**config.mk**
```make
export PLATFORM = sky130hd
export DESIGN_NAME = nvm_shadow_ctrl
export DESIGN_NICKNAME = d
export VERILOG_FILES = /design/src/rtl/nvm_shadow_pkg.sv /design/src/rtl/nvm_cmd_ctrl.sv /design/src/rtl/nvm_win_port.sv /design/src/rtl/nvm_dual_store.sv /design/src/rtl/nvm_shadow_ctrl.sv
export SDC_FILE = /design/constraint.sdc
export NUM_CORES = 2
export LEC_CHECK = 0
export CAP_MARGIN = 40
export CORE_MARGIN = 1.5
export CORE_UTILIZATION = 65
export CTS_CLUSTER_SIZE = 10
export DETAILED_ROUTE_END_ITERATION = 10
export GPL_ROUTABILITY_DRIVEN = 0
export PLACE_DENSITY = 0.81
export RECOVER_POWER = 50
export SYNTH_ARGS = -nofsm -noshare
export SYNTH_HDL_FRONTEND = slang
export SYNTH_SLANG_ARGS = --single-unit
```
**constraint.sdc**
```tcl
create_clock -name clk -period 9 [get_ports clk]
set_input_delay 0.9 -clock clk [delete_from_list [all_inputs] [get_ports clk]]
set_output_delay 0.9 -clock clk [all_outputs]
set_load 0.05 [all_outputs]
```
**src/rtl/nvm_shadow_pkg.sv**
```systemverilog
`timescale 1ns/1ps
package nvm_shadow_pkg;
   typedef enum logic [1:0] {
      OP_IDLE  = 2'd0,
      OP_ERASE = 2'd1,
      OP_PROG  = 2'd2
   } nvm_op_e;

   // command bit positions inside the control register
   localparam int LOAD_BIT  = 2;
   localparam int ERASE_BIT = 3;
   localparam int PROG_BIT  = 4;
endpackage

```
**src/rtl/nvm_cmd_ctrl.sv**
```systemverilog
`timescale 1ns/1ps
module nvm_cmd_ctrl
   import nvm_shadow_pkg::*;
#(
   parameter int DATA_W    = 8,
   parameter int PAGE_W    = 2,
   parameter int OP_CYCLES = 20_000_000,
   parameter logic [DATA_W-1:0] BOOST_CODE = 8'h12
) (
   input  logic              clk,
   input  logic              rst_n,
   input  logic              active_i,
   input  logic              boost_on_i,
   input  logic [DATA_W-1:0] boost_level_i,
   input  logic              ctl_wr_i,
   input  logic [DATA_W-1:0] wdata_i,
   output logic [PAGE_W-1:0] page_o,
   output logic              busy_o,
   output logic              load_o,
   output logic              erase_o,
   output logic [PAGE_W-1:0] erase_page_o,
   output logic              prog_o,
   output logic [DATA_W-1:0] ctrl_rd_o
);
   localparam int TMR_W = $clog2(OP_CYCLES + 1);
   localparam logic [TMR_W-1:0] TMR_END = TMR_W'(OP_CYCLES);

   if (OP_CYCLES < 1) begin : g_bad_cycles
      $error("OP_CYCLES must be at least 1");
   end
   if (PAGE_W > LOAD_BIT) begin : g_bad_pagew
      $error("page field overlaps the command bits");
   end
   if (PROG_BIT >= DATA_W - 1) begin : g_bad_dataw
      $error("data width too small for the control layout");
   end

   logic [PAGE_W-1:0] page_q, op_page_q;
   logic              load_q, erase_q, prog_q;
   logic              busy_q, armed_q, act_d_q;
   nvm_op_e           op_q;
   logic [TMR_W-1:0]  tmr_q;

   logic both_set, erase_nxt, prog_nxt;
   logic rise_any, fall_e, fall_p, load_fall;
   logic interlock_ok, arm, start_e, start_p, done;
   logic unused_wdata;

   assign unused_wdata = ^wdata_i;

   // a write that sets both long-operation bits keeps both unchanged
   assign both_set  = wdata_i[ERASE_BIT] & wdata_i[PROG_BIT];
   assign erase_nxt = both_set ? erase_q : wdata_i[ERASE_BIT];
   assign prog_nxt  = both_set ? prog_q  : wdata_i[PROG_BIT];

   assign rise_any  = ctl_wr_i && ((!erase_q && erase_nxt) || (!prog_q && prog_nxt));
   assign fall_e    = ctl_wr_i && erase_q && !erase_nxt;
   assign fall_p    = ctl_wr_i && prog_q && !prog_nxt;
   assign load_fall = ctl_wr_i && load_q && !wdata_i[LOAD_BIT];

   assign interlock_ok = active_i && !boost_on_i && (boost_level_i == BOOST_CODE);

   assign arm     = rise_any && !busy_q;
   assign start_e = fall_e && armed_q && !busy_q && interlock_ok;
   assign start_p = fall_p && armed_q && !busy_q && interlock_ok;
   assign done    = busy_q && (tmr_q == TMR_END);

   always_ff @(posedge clk or negedge rst_n) begin
      if (!rst_n) begin
         page_q    <= '0;
         op_page_q <= '0;
         load_q    <= 1'b0;
         erase_q   <= 1'b0;
         prog_q    <= 1'b0;
         busy_q    <= 1'b0;
         armed_q   <= 1'b0;
         act_d_q   <= 1'b0;
         op_q      <= OP_IDLE;
         tmr_q     <= '0;
      end else begin
         act_d_q <= active_i;
         if (ctl_wr_i) begin
            page_q  <= wdata_i[PAGE_W-1:0];
            load_q  <= wdata_i[LOAD_BIT];
            erase_q <= erase_nxt;
            prog_q  <= prog_nxt;
         end
         if (arm) begin
            armed_q <= 1'b1;
            tmr_q   <= '0;
         end else begin
            if (fall_e || fall_p) armed_q <= 1'b0;
            if (tmr_q != TMR_END) tmr_q <= tmr_q + 1'b1;
         end
         if (start_e || start_p) begin
            busy_q    <= 1'b1;
            op_q      <= start_e ? OP_ERASE : OP_PROG;
            op_page_q <= wdata_i[PAGE_W-1:0];
         end else if (done) begin
            busy_q <= 1'b0;
            op_q   <= OP_IDLE;
         end
      end
   end

   assign page_o       = page_q;
   assign busy_o       = busy_q;
   assign load_o       = !busy_q && (load_fall || (active_i && !act_d_q));
   assign erase_o      = done && (op_q == OP_ERASE);
   assign prog_o       = done && (op_q == OP_PROG);
   assign erase_page_o = op_page_q;

   always_comb begin
      ctrl_rd_o                 = '0;
      ctrl_rd_o[PAGE_W-1:0]     = page_q;
      ctrl_rd_o[LOAD_BIT]       = load_q;
      ctrl_rd_o[ERASE_BIT]      = erase_q;
      ctrl_rd_o[PROG_BIT]       = prog_q;
      ctrl_rd_o[DATA_W-1]       = busy_q;
   end
endmodule

```
**src/rtl/nvm_win_port.sv**
```systemverilog
`timescale 1ns/1ps
module nvm_win_port #(
   parameter int ADDR_W = 8,
   parameter int DATA_W = 8,
   parameter int PAGE_W = 2,
   parameter int OFS_W  = 5,
   parameter logic [ADDR_W-1:0] CTRL_ADDR = 8'h0D,
   parameter logic [ADDR_W-1:0] WIN_BASE  = 8'h40
) (
   input  logic                    clk,
   input  logic                    rst_n,
   input  logic                    wr_i,
   input  logic                    rd_i,
   input  logic                    incr_i,
   input  logic [ADDR_W-1:0]       addr_i,
   input  logic                    auto_seq_i,
   input  logic                    busy_i,
   input  logic [PAGE_W-1:0]       page_i,
   input  logic [DATA_W-1:0]       ctrl_rd_i,
   input  logic [DATA_W-1:0]       sram_rd_i,
   output logic                    ctl_wr_o,
   output logic                    sram_we_o,
   output logic [PAGE_W+OFS_W-1:0] idx_o,
   output logic [DATA_W-1:0]       rdata_o
);
   localparam int TAG_W = ADDR_W - OFS_W;
   localparam logic [TAG_W-1:0] WIN_TAG = WIN_BASE[ADDR_W-1:OFS_W];

   if (TAG_W < 1) begin : g_bad_ofs
      $error("window offset wider than the address");
   end

   logic [OFS_W-1:0] ptr_q, ofs;
   logic in_win, win_ok, is_ctl, step;

   assign ofs    = incr_i ? ptr_q : addr_i[OFS_W-1:0];
   assign in_win = incr_i || (addr_i[ADDR_W-1:OFS_W] == WIN_TAG);
   assign is_ctl = !incr_i && (addr_i == CTRL_ADDR);
   assign win_ok = in_win && !auto_seq_i;

   assign sram_we_o = wr_i && win_ok && !busy_i;
   assign ctl_wr_o  = wr_i && is_ctl;
   assign step      = (rd_i && win_ok) || sram_we_o;
   assign idx_o     = {page_i, ofs};

   always_ff @(posedge clk or negedge rst_n) begin
      if (!rst_n) begin
         ptr_q   <= '0;
         rdata_o <= '0;
      end else begin
         if (step) ptr_q <= ofs + 1'b1;
         if (rd_i) begin
            if (win_ok)      rdata_o <= sram_rd_i;
            else if (is_ctl) rdata_o <= ctrl_rd_i;
            else             rdata_o <= '0;
         end
      end
   end
endmodule

```
**src/rtl/nvm_dual_store.sv**
```systemverilog
`timescale 1ns/1ps
module nvm_dual_store #(
   parameter int DATA_W     = 8,
   parameter int PAGES      = 4,
   parameter int PAGE_BYTES = 32,
   parameter bit PROG_MERGE = 1'b1,
   parameter logic [DATA_W-1:0] NVM_RESET_VAL = '0,
   localparam int PAGE_W = $clog2(PAGES),
   localparam int OFS_W  = $clog2(PAGE_BYTES),
   localparam int IDX_W  = PAGE_W + OFS_W
) (
   input  logic              clk,
   input  logic              rst_n,
   input  logic              load_all_i,
   input  logic              erase_i,
   input  logic [PAGE_W-1:0] erase_page_i,
   input  logic              prog_i,
   input  logic              we_i,
   input  logic [IDX_W-1:0]  idx_i,
   input  logic [DATA_W-1:0] wdata_i,
   output logic [DATA_W-1:0] rdata_o
);
   localparam int DEPTH = PAGES * PAGE_BYTES;

   logic [DEPTH*DATA_W-1:0] sram_flat;

   for (genvar gi = 0; gi < DEPTH; gi++) begin : g_byte
      localparam logic [PAGE_W-1:0] PG   = PAGE_W'(gi / PAGE_BYTES);
      localparam logic [IDX_W-1:0]  SLOT = IDX_W'(gi);

      logic [DATA_W-1:0] nvm_q, sram_q, prog_val;
      logic              wipe;

      assign wipe = erase_i && (erase_page_i == PG);

      if (PROG_MERGE) begin : g_merge
         // bits can only be set by programming; clearing needs an erase
         assign prog_val = nvm_q | sram_q;
      end else begin : g_copy
         assign prog_val = sram_q;
      end

      always_ff @(posedge clk or negedge rst_n) begin
         if (!rst_n)      nvm_q <= NVM_RESET_VAL;
         else if (wipe)   nvm_q <= '0;
         else if (prog_i) nvm_q <= prog_val;
      end

      always_ff @(posedge clk or negedge rst_n) begin
         if (!rst_n)                         sram_q <= '0;
         else if (wipe)                      sram_q <= '0;
         else if (load_all_i)                sram_q <= nvm_q;
         else if (we_i && (idx_i == SLOT))   sram_q <= wdata_i;
      end

      assign sram_flat[gi*DATA_W +: DATA_W] = sram_q;
   end

   assign rdata_o = sram_flat[idx_i*DATA_W +: DATA_W];
endmodule

```
**src/rtl/nvm_shadow_ctrl.sv**
```systemverilog
`timescale 1ns/1ps
module nvm_shadow_ctrl #(
   parameter int ADDR_W     = 8,
   parameter int DATA_W     = 8,
   parameter int PAGES      = 4,
   parameter int PAGE_BYTES = 32,
   parameter int OP_CYCLES  = 20_000_000,
   parameter bit PROG_MERGE = 1'b1,
   parameter logic [ADDR_W-1:0] CTRL_ADDR  = 8'h0D,
   parameter logic [ADDR_W-1:0] WIN_BASE   = 8'h40,
   parameter logic [DATA_W-1:0] BOOST_CODE = 8'h12,
   parameter logic [DATA_W-1:0] NVM_RESET_VAL = '0
) (
   input  logic              clk,
   input  logic              rst_n,
   input  logic              active_i,
   input  logic              boost_on_i,
   input  logic [DATA_W-1:0] boost_level_i,
   input  logic              auto_seq_i,
   input  logic              bus_wr_i,
   input  logic              bus_rd_i,
   input  logic              bus_incr_i,
   input  logic [ADDR_W-1:0] bus_addr_i,
   input  logic [DATA_W-1:0] bus_wdata_i,
   output logic [DATA_W-1:0] bus_rdata_o
);
   localparam int PAGE_W = $clog2(PAGES);
   localparam int OFS_W  = $clog2(PAGE_BYTES);
   localparam int IDX_W  = PAGE_W + OFS_W;

   if (PAGES < 2 || PAGES > 4 || (PAGES & (PAGES - 1)) != 0) begin : g_bad_pages
      $error("PAGES must be 2 or 4");
   end
   if (PAGE_BYTES < 2 || (PAGE_BYTES & (PAGE_BYTES - 1)) != 0) begin : g_bad_pbytes
      $error("PAGE_BYTES must be a power of two");
   end
   if ((int'(WIN_BASE) % PAGE_BYTES) != 0) begin : g_bad_base
      $error("window base must be aligned to a page");
   end
   if (CTRL_ADDR[ADDR_W-1:OFS_W] == WIN_BASE[ADDR_W-1:OFS_W]) begin : g_bad_ctrl
      $error("control register lies inside the window");
   end

   logic              busy, load_all, erase_fire, prog_fire, ctl_wr, sram_we;
   logic [PAGE_W-1:0] page, erase_page;
   logic [IDX_W-1:0]  idx;
   logic [DATA_W-1:0] ctrl_rd, sram_rd;

   nvm_cmd_ctrl #(
      .DATA_W    (DATA_W),
      .PAGE_W    (PAGE_W),
      .OP_CYCLES (OP_CYCLES),
      .BOOST_CODE(BOOST_CODE)
   ) u_cmd (
      .clk          (clk),
      .rst_n        (rst_n),
      .active_i     (active_i),
      .boost_on_i   (boost_on_i),
      .boost_level_i(boost_level_i),
      .ctl_wr_i     (ctl_wr),
      .wdata_i      (bus_wdata_i),
      .page_o       (page),
      .busy_o       (busy),
      .load_o       (load_all),
      .erase_o      (erase_fire),
      .erase_page_o (erase_page),
      .prog_o       (prog_fire),
      .ctrl_rd_o    (ctrl_rd)
   );

   nvm_win_port #(
      .ADDR_W   (ADDR_W),
      .DATA_W   (DATA_W),
      .PAGE_W   (PAGE_W),
      .OFS_W    (OFS_W),
      .CTRL_ADDR(CTRL_ADDR),
      .WIN_BASE (WIN_BASE)
   ) u_win (
      .clk       (clk),
      .rst_n     (rst_n),
      .wr_i      (bus_wr_i),
      .rd_i      (bus_rd_i),
      .incr_i    (bus_incr_i),
      .addr_i    (bus_addr_i),
      .auto_seq_i(auto_seq_i),
      .busy_i    (busy),
      .page_i    (page),
      .ctrl_rd_i (ctrl_rd),
      .sram_rd_i (sram_rd),
      .ctl_wr_o  (ctl_wr),
      .sram_we_o (sram_we),
      .idx_o     (idx),
      .rdata_o   (bus_rdata_o)
   );

   nvm_dual_store #(
      .DATA_W       (DATA_W),
      .PAGES        (PAGES),
      .PAGE_BYTES   (PAGE_BYTES),
      .PROG_MERGE   (PROG_MERGE),
      .NVM_RESET_VAL(NVM_RESET_VAL)
   ) u_store (
      .clk         (clk),
      .rst_n       (rst_n),
      .load_all_i  (load_all),
      .erase_i     (erase_fire),
      .erase_page_i(erase_page),
      .prog_i      (prog_fire),
      .we_i        (sram_we),
      .idx_i       (idx),
      .wdata_i     (bus_wdata_i),
      .rdata_o     (sram_rd)
   );
endmodule

```
==> impl_metrics.yaml <==
outcome:
  outcome: "finished with violations"
  failed_checks: "max-capacitance violations, max-slew violations"
clocking:
  numCtsBuffers: 229
  path_clk_slew_ns: 0.05
  cts_tree: "built"
  cts_hold_buf: 0
  clock_sinks: 2098
  htreeDepth: 4
  cts_setup_buffers: 0
  root_buffer: "clkbuf_16"
  cts_resized: 0
  cts_buffer_depth: 3
  clk_latency_ns: 0.87
placed_design:
  io_buffers: 39
  hpwl_um: 167000
  dp_cells: 11000
sta:
  hold_violations: 0
  period_needed_ns: 5.37
  worstMarginPinSlew_ns: 4.92
  setup_viol: 0
  max_freq_mhz: 186
  fin_skew_ns: 0.0368
  rsz0062_at_grt: "false"
  drv_slew: 1090
  slew_headroom_pct: -228
  finalCritPeriodShare_pct: 59.7
  finalSetupTns_ns: 0
critical_path:
  r2r_start: "u_cmd.tmr_q[0]"
  max_stage_delay_ns: 3.34
  cp-end-kind: "asynchronous set/reset pin"
  reg2reg_depth: 10
  arrival_ns: 5.15
  critical_path_class: "input port to asynchronous set/reset pin"
  crit_start: "rst_n"
  timing.rr.end: "u_store.g_byte[17].sram_q[7]"
  worst_setup_path_start_kind: "input port"
  crit_buf_inv: 2
  r2r_setup_slack_ns: 4.24
  cp-endpoint: "u_store.g_byte[4].sram_q[4]"
  worstPathCellList: "buf_16, clkbuf_2"
  worstPathMaxFanout: 196
  crit_cells: 2
  cp_slowest_cell: "clkbuf_2"
  worst_ep_required_time_ns: 8.78
  timing.critical_path.max_delay_family: "buffers and inverters"
grt:
  first_global_vias: 77400
  grt_usage_pct: 38.9
  grt_max_degree: 238
  grt_antenna_before_repair: 14
  grt_overflow: 0
  grt_pass1_wl_um: 448000
power:
  p_int_mw: 14.4
  ir_drop_uv: 237
  p_total_mw: 19.6
  clockPowerShare_pct: 41.4
  p_leak_nw: 46.1
  combPwrFrac_pct: 10.2
  power_density_nw_per_um2: 193
  switching_share_pct: 26.5
  power_frac_seq_pct: 48.4
  p_switching_mw: 5.21
die:
  start_util_pct: 65.3
  core_area_um2: 145000
  die_h_um: 385
  io_pins: 40
  row_count: 140
  die-area_um2: 148000
  die_w_um: 385
yosys:
  ys_warn_count: 0
  synth_async_sr_flop_share_pct: 100
  syn_inst: 9809
  ys.flop_type: "dfrtp_1"
  yosys.cell_types.count: 79
  ys_seq_elements: 2098
  syn_area_per_cell_um2: 9.67
  syn_area_um2: 94900
  syn_nets: 9847
  ys_seq_area_share_pct: 55.3
  synth_edf_count: 0
detailed_routing:
  detail_route.vias_per_cell: 7.02
  drcViolationCount: 0
  vias: 79400
  drtPass1Iterations: 8
  wl_per_cell_um: 25.6
  drt-total-wl_um: 290000
  ant_nets: 0
  initialDrtViolationCount: 12400
hold_path:
  hold_class: "input port to asynchronous set/reset pin"
run:
  drv_cap: 11
layout:
  synthToLayoutAreaGrowth_pct: 7.35
  layout.nets: 9407
  drive_above_1_share_pct: 9.79
  final_util_pct: 70.1
  layoutNonFillerInstCount: 11300
  n_fill_cell: 10000
-- worst min-delay path by stage --
stage / from / endpoint / slack (ns) / cells after the start
2_1_floorplan: u_store.g_byte[0].nvm_q[0] / u_store.g_byte[0].nvm_q[0] / 0.46 / 2
3_5_place_dp: u_store.g_byte[44].nvm_q[0] / u_store.g_byte[44].nvm_q[0] / 0.48 / 2
4_1_cts: rst_n / u_store.g_byte[57].sram_q[5] / 0.04 / 1
3_3_place_gp: u_store.g_byte[48].nvm_q[1] / u_store.g_byte[48].nvm_q[1] / 0.47 / 2
6_report: rst_n / u_store.g_byte[58].nvm_q[1] / 0.03 / 1
5_1_grt: rst_n / u_store.g_byte[56].nvm_q[4] / 0.07 / 1
-- layer usage --
layer / track usage (%) / vias to the layer above / share of wire (%)
li1: - / 33500 / -
met1: 52.3 / 39400 / 37
met2: 56.3 / 5335 / 44
met3: 11.5 / 1125 / 13
met4: 23.1 / 28 / 6.4
met5: 0.650 / - / 0.097
-- cells in the mapped netlist (7+ instances only) --
| library cell | number | area (um2) |
|---|---|---|
| xor2_1 | 10 | 87.6 |
| nor3_1 | 8 | 40.0 |
| buf_6 | 36 | 405 |
| buf_2 | 299 | 1500 |
| nor2_1 | 1077 | 4040 |
| buf_4 | 72 | 541 |
| dfrtp_1 | 2098 | 52500 |
| and3_1 | 59 | 369 |
| a21oi_2 | 84 | 736 |
| nand3_1 | 279 | 1400 |
| o21ai_0 | 32 | 160 |
| a31oi_1 | 32 | 200 |
| inv_1 | 18 | 67.6 |
| a32oi_1 | 14 | 123 |
| mux4_2 | 100 | 2250 |
| a22oi_1 | 29 | 218 |
| nand2_1 | 1670 | 6270 |
| or3_1 | 10 | 62.6 |
| o31ai_2 | 215 | 2690 |
| a31oi_4 | 24 | 510 |
| nor4_1 | 7 | 43.8 |
| a21oi_1 | 2091 | 10500 |
| a21oi_4 | 12 | 195 |
| nand4_1 | 31 | 194 |
| nor2_2 | 8 | 50.1 |
| buf_1 | 41 | 154 |
| xnor2_1 | 11 | 96.3 |
| a311oi_1 | 49 | 429 |
| clkbuf_1 | 441 | 1660 |
| o31ai_1 | 814 | 6110 |
| mux2i_1 | 30 | 300 |
-- layout make-up --
class	count	area (um2)	area share [%]
antenna	4	10.0	0.00983
clock buffer	246	5910	5.80
clock inverter	9	128	0.125
inverter	21	93.8	0.0921
multi-input combinational	6793	38100	37.4
sequential	2098	52500	51.6
tap	1917	2400	2.36
timing repair buffer	226	2690	2.64
-- cells by family after synthesis --
group                    Yosys count  synth area share, %
buffers and inverters            918                 4.71
multiplexers                     136                 2.77
XOR/XNOR                          21                0.194
AND/OR/NAND/NOR                 3190                 13.5
adder cells (fa/ha/maj)            6               0.0791
flip-flops                      2098                 55.3
AO/OA/AOI/OAI                   3440                 23.4
-- metrics by stage --
| stage | hold slack [ns] | setup slack [ns] | area [um2] |
|---|---|---|---|
| after CTS | 0.0406 | 4.06 | 102000 |
| after global placement | 0.474 | 2.91 | 94900 |
| final | 0.0268 | 3.63 | 102000 |
| after detailed placement | 0.481 | 3.23 | 95900 |
| after floorplan | 0.463 | 5.21 | 94900 |
| after global routing | 0.0708 | 2.70 | 102000 |
-- flip-flops by register name (all words and copies together) (netlist names), 2 cells and up --
name and count:
u_cmd.tmr_q 25, u_cmd.erase_page_o 2, u_cmd.op_q 2, u_cmd.page_o 2
u_win.ptr_q 5, u_win.rdata_o 8, u_store.g_byte.sram_q 1024, u_store.g_byte.nvm_q 1024
-- power groups by stage --
stage          Combinational (mW)  Sequential [mW]  Clock, mW
2_1_floorplan               0.956             9.66          0
3_3_place_gp                 1.85             9.66          0
3_5_place_dp                 1.90             9.67          0
4_1_cts                      1.91             9.50       8.15
5_1_grt                      2.03             9.50       8.54
6_report                     2.00             9.51       8.13
-- cells in the final DEF (no fill, tap or decap), types with 11 or more instances in the layout --
cell	Yosys	final
nand2_1	1670	1669
a21oi_4	12	12
o21ai_0	32	32
nand4_1	31	31
inv_1	18	18
o31ai_2	215	215
a32oi_1	14	14
buf_6	36	13
a22oi_1	29	29
a21oi_2	84	84
mux4_2	100	100
buf_16	0	20
a31oi_1	32	31
a21oi_1	2091	2091
buf_12	4	35
mux2i_1	30	27
a311oi_1	49	49
o31ai_1	814	814
nand3_1	279	279
and3_1	59	59
buf_4	72	92
clkdlybuf4s50_1	0	36
nor2_1	1077	1067
dfrtp_1	2098	2098
a31oi_4	24	24
clkbuf_16	0	233
xnor2_1	11	11
clkbuf_1	441	19
Note: power is estimated with default switching activity, not from simulation.
